$ cat src/rtl/burst_addr_pkg.sv
package burst_addr_pkg;
  // Strobes passed from the control decode to the datapath
  typedef struct packed {
    logic load;   // capture external address, restart burst
    logic step;   // move one beat forward
  } burstCtrl_t;
endpackage

$ cat src/rtl/burst_ctrl.sv
module burst_ctrl
  import burst_addr_pkg::*;
(
  input  logic       strobeAN,
  input  logic       strobeBN,
  input  logic       advanceN,
  output burstCtrl_t ctrl
);
  logic loadReq;

  // Either strobe starts a burst; a load outranks an advance
  assign loadReq   = !strobeAN || !strobeBN;
  assign ctrl.load = loadReq;
  assign ctrl.step = !loadReq && !advanceN;
endmodule

$ cat src/rtl/burst_datapath.sv
module burst_datapath
  import burst_addr_pkg::*;
#(
  parameter int ADDR_W = 20,
  parameter int CNT_W  = 2
) (
  input  logic              clk,
  input  logic              rstN,
  input  burstCtrl_t        ctrl,
  input  logic [ADDR_W-1:0] addrIn,
  input  logic              interleaveSel,
  output logic [ADDR_W-1:0] addrOut,
  output logic [CNT_W-1:0]  burstPos
);
  localparam int UPPER_W = ADDR_W - CNT_W;

  logic [ADDR_W-1:0] baseAddr;
  logic [CNT_W-1:0]  beatCnt;
  logic [CNT_W-1:0]  startLow;
  logic [CNT_W-1:0]  linLow;
  logic [CNT_W-1:0]  intLow;
  logic [CNT_W-1:0]  lowBits;
  logic [UPPER_W-1:0] upperBits;

  always_ff @(posedge clk) begin
    if (!rstN) begin
      baseAddr <= '0;
      beatCnt  <= '0;
    end else if (ctrl.load) begin
      baseAddr <= addrIn;
      beatCnt  <= '0;
    end else if (ctrl.step) begin
      beatCnt  <= beatCnt + 1'b1;
    end
  end

  assign startLow  = baseAddr[CNT_W-1:0];
  assign upperBits = baseAddr[ADDR_W-1:CNT_W];
  assign linLow    = startLow + beatCnt;
  assign intLow    = startLow ^ beatCnt;

  always_comb begin
    if (interleaveSel) lowBits = intLow;
    else               lowBits = linLow;
  end

  assign addrOut  = {upperBits, lowBits};
  assign burstPos = beatCnt;

  // idle edge keeps the loaded address and the beat count
  a_r5_idle_hold: assert property (@(posedge clk) disable iff (!rstN)
    (!ctrl.load && !ctrl.step) |=> ($stable(baseAddr) && $stable(beatCnt)));

  // a step moves the beat count by one, modulo the block size
  a_r3_step_count: assert property (@(posedge clk) disable iff (!rstN)
    (ctrl.step) |=> (beatCnt == CNT_W'($past(beatCnt) + 1'b1)));

  // load and step never act together
  a_r4_load_excl: assert property (@(posedge clk) disable iff (!rstN)
    !(ctrl.load && ctrl.step));
endmodule

$ cat src/rtl/burst_addr_gen.sv
module burst_addr_gen
  import burst_addr_pkg::*;
#(
  parameter int ADDR_W = 20
) (
  input  logic              clk,
  input  logic              rstN,
  input  logic [ADDR_W-1:0] addrIn,
  input  logic              strobeAN,
  input  logic              strobeBN,
  input  logic              advanceN,
  input  logic              interleaveSel,
  output logic [ADDR_W-1:0] addrOut,
  output logic [1:0]        burstPos
);
  localparam int CNT_W = 2;

  burstCtrl_t ctrl;
  logic anyStrobe;

  assign anyStrobe = !strobeAN || !strobeBN;

  burst_ctrl u_ctrl (
    .strobeAN (strobeAN),
    .strobeBN (strobeBN),
    .advanceN (advanceN),
    .ctrl     (ctrl)
  );

  burst_datapath #(.ADDR_W(ADDR_W), .CNT_W(CNT_W)) u_dp (
    .clk           (clk),
    .rstN          (rstN),
    .ctrl          (ctrl),
    .addrIn        (addrIn),
    .interleaveSel (interleaveSel),
    .addrOut       (addrOut),
    .burstPos      (burstPos)
  );

  // any strobe loads the address, even with advance low
  a_r2_load_addr: assert property (@(posedge clk) disable iff (!rstN)
    anyStrobe |=> (addrOut == $past(addrIn) && burstPos == 2'd0));

  // upper bits move only on a load
  a_r8_upper_fixed: assert property (@(posedge clk) disable iff (!rstN)
    !anyStrobe |=> (addrOut[ADDR_W-1:CNT_W] == $past(addrOut[ADDR_W-1:CNT_W])));
endmodule

$ cat config.mk
export PLATFORM = sky130hd
export DESIGN_NAME = burst_addr_gen
export DESIGN_NICKNAME = d
export VERILOG_FILES = /design/src/rtl/burst_addr_pkg.sv /design/src/rtl/burst_ctrl.sv /design/src/rtl/burst_datapath.sv /design/src/rtl/burst_addr_gen.sv
export SDC_FILE = /design/constraint.sdc
export NUM_CORES = 1
export LEC_CHECK = 0
export ABC_CLOCK_PERIOD_IN_PS = 2490
export BUFFER_PORTS_ARGS = -buffer_cell sky130_fd_sc_hd__buf_2
export CAP_MARGIN = 20
export CORE_ASPECT_RATIO = 1.4
export CORE_UTILIZATION = 35
export DETAILED_ROUTE_END_ITERATION = 12
export SYNTH_ARGS = -nofsm -noshare
export SYNTH_HDL_FRONTEND = slang
export SYNTH_SLANG_ARGS = --single-unit
$ cat constraint.sdc
create_clock -name clk -period 2.49 [get_ports clk]
set_input_delay 0.3735 -clock clk [delete_from_list [all_inputs] [get_ports clk]]
set_output_delay 0.3735 -clock clk [all_outputs]
set_load 0.05 [all_outputs]
==> results.sh <==
export IMPL_rsz0062_at_grt="false"
export IMPL_critPathCaptureType="output pin"
export IMPL_routed_wl_um=1930
export IMPL_vias=797
export IMPL_power_density_nw_per_um2=659
export IMPL_htree_levels=1
export IMPL_area_delta_synth_final_pct=15.0
export IMPL_synth_compound_area_share_pct=21.0
export IMPL_maxCapViolCount=0
export IMPL_hold_buffers=0
export IMPL_r2r_slack_ps=1670
export IMPL_finalSetupTns_ps=0
export IMPL_required_ps=2120
export IMPL_hold_path_class="in -> reg"
export IMPL_ys_seq_area_share_pct=41.0
export IMPL_grt_pass1_wl_um=3200
export IMPL_r2r_start="u_dp.burstPos[0]"
export IMPL_cts_root_buf="clkbuf_8"
export IMPL_clock_path_buffers=2
export IMPL_hpwlAfterDp_um=1410
export IMPL_maxSlewHeadroom_pct=55.2
export IMPL_drc=0
export IMPL_synth_area_um2=1070
export IMPL_synth_adder_area_share_pct=1.16
export IMPL_firstDrtPassIters=2
export IMPL_wl_per_cell_um=10.6
export IMPL_ioPinCount=48
export IMPL_finalCritPeriodShare_pct=68.7
export IMPL_finalPower_mw=0.815
export IMPL_nNetsFinal=173
export IMPL_ctsResizeCount=0
export IMPL_yosys_area_share_simple_pct=18.2
export IMPL_via_per_inst=4.38
export IMPL_core_area_um2=2880
export IMPL_antenna_found_initial=0
export IMPL_yosys_warnings=0
export IMPL_synth_xor_area_share_pct=2.44
export IMPL_tightest_slew_ps=671
export IMPL_cts_tree="done"
export IMPL_fmax_mhz=585
export IMPL_period_minus_slack_ps=1710
export IMPL_die_h_um=67.6
export IMPL_hold_viol=0
export IMPL_setup_viol=0
export IMPL_hold_end="u_dp.baseAddr[10]"
export IMPL_r2r_end="u_dp.burstPos[1]"
export IMPL_grt_max_degree=22
export IMPL_start_util_pct=37.3
export IMPL_grt_pass1_vias=719
export IMPL_die_x_um=48.8
export IMPL_synthMuxAreaShare_pct=0
export IMPL_syn_inst=118
export IMPL_vdd_drop_max_v=0.000265
export IMPL_final_max_slew_viol_count=0
export IMPL_arrival_ps=1340
export IMPL_post_route_cell_area_um2=1240
export IMPL_synth_seq_cells=22
export IMPL_synthesis_nets=145
export IMPL_num_rows=23
export IMPL_clkSlewWorstSetupHoldPaths_ps=80
export IMPL_whs_path_depth=3
export IMPL_synth_distinct_cells=14
export IMPL_antennaDiodeCount=0
export IMPL_post_cts_buffers=0
export IMPL_hold_start="addrIn[10]"
export IMPL_synth_top_family_by_area="compound AO/OA/AOI/OAI gates"
export IMPL_postRouteAntennaNets=0
export IMPL_post_dp_cell_area_um2=1180
export IMPL_avgSynthCellArea_um2=9.11
export IMPL_gp_congestion=0.761
export IMPL_drive_gt1_share_pct=49.7
export IMPL_portBuffers=47
export IMPL_path_class="reg -> out"
export IMPL_finalCoreUtilization_pct=43.0
export IMPL_p_leak_nw=0.590
export IMPL_grt_ovfl_total=0
export IMPL_cts_made_buffers=3
export IMPL_insertion_delay_ps=260
export IMPL_cts_sinks=22
export IMPL_die_area_um2=3300
export IMPL_track_usage_pct=12.7
export IMPL_dr_first_iter_drc_count=14
export IMPL_r2r_cells=3
export IMPL_outcome="finished clean"
export IMPL_skew_ps=0.126
export IMPL_crit_fanout=4
export IMPL_startpoint_type="flip-flop"
[layout by cell type (no fill, tap or decap)]
| cell type | count |
|---|---|
| a21boi_2 | 20 |
| and2_4 | 1 |
| and2b_1 | 1 |
| buf_2 | 47 |
| clkbuf_8 | 4 |
| dfxtp_1 | 22 |
| ha_1 | 1 |
| nand2_1 | 42 |
| nor2_1 | 1 |
| nor2b_1 | 2 |
| nor3_1 | 1 |
| xnor2_1 | 3 |
[sequential cells by signal, indices dropped and copies added (netlist names)]
signal         cells
u_dp.burstPos      2
u_dp.baseAddr     20
[cell type report]
cell class | count | area [um2]
Fill cell | 305 | 1640
Timing Repair Buffer | 47 | 235
Tap cell | 37 | 46.3
Multi-Input combinational cell | 72 | 459
Clock buffer | 4 | 55.1
Sequential cell | 22 | 440
[per-stage QoR]
stage | worst slack (ps) | cells | hold WS [ps]
6_report | 780 | 182 | 355
5_1_grt | 671 | 182 | 347
4_1_cts | 762 | 182 | 349
3_5_place_dp | 1070 | 178 | 449
3_3_place_gp | 1110 | 178 | 443
2_1_floorplan | 420 | 118 | 441
[routing by layer]
layer / vias up / GRT usage [%] / wire length [um]
met5: - / 0 / 0
met4: 0 / 6.62 / 9
met3: 2 / 1.58 / 112
met2: 32 / 25.0 / 1040
met1: 358 / 13.2 / 773
li1: 405 / - / -
[worst max-delay path by stage]
stage,startpoint,endpoint,depth (start not counted)
2_1_floorplan,u_dp.burstPos[0],addrOut[1],3
3_3_place_gp,u_dp.burstPos[0],addrOut[1],4
3_5_place_dp,u_dp.burstPos[0],addrOut[1],4
4_1_cts,u_dp.burstPos[0],addrOut[1],4
5_1_grt,u_dp.burstPos[0],addrOut[1],4
6_report,u_dp.burstPos[0],addrOut[1],4
[worst max-delay path, cell delays in order, from the launching register on]
cell,delay [ps]
dfxtp_1,380
ha_1,150
nor2b_1,140
xnor2_1,120
buf_2,270
[where the power goes]
group | switching [mW] | internal, mW | leakage (nW)
Combinational | 0.118 | 0.0544 | 0.379
Clock | 0.120 | 0.141 | 0.0288
Sequential | 0.00970 | 0.372 | 0.182
[synthesized netlist by cell type]
master	count	area, um2
clkbuf_1	2	7.51
nor3_1	1	5.00
buf_4	18	135
buf_2	2	10.0
a21boi_2	20	225
and2_4	1	8.76
buf_6	2	22.5
and2b_1	1	7.51
xnor2_1	3	26.3
nor2_1	1	3.75
ha_1	1	12.5
nand2_1	42	158
nor2b_1	2	12.5
dfxtp_1	22	440
[logic make-up (layout without fill, tap and decap cells)]
| family | after synthesis | in the layout |
|---|---|---|
| buffers and inverters | 24 | 51 |
| xor gates and xnor gates | 3 | 3 |
| adders and majority gates | 1 | 1 |
| DFF | 22 | 22 |
| AOI/OAI and AO/OA | 20 | 20 |
| and+or+nand+nor | 48 | 48 |
Power figures use the tool's default switching activity.
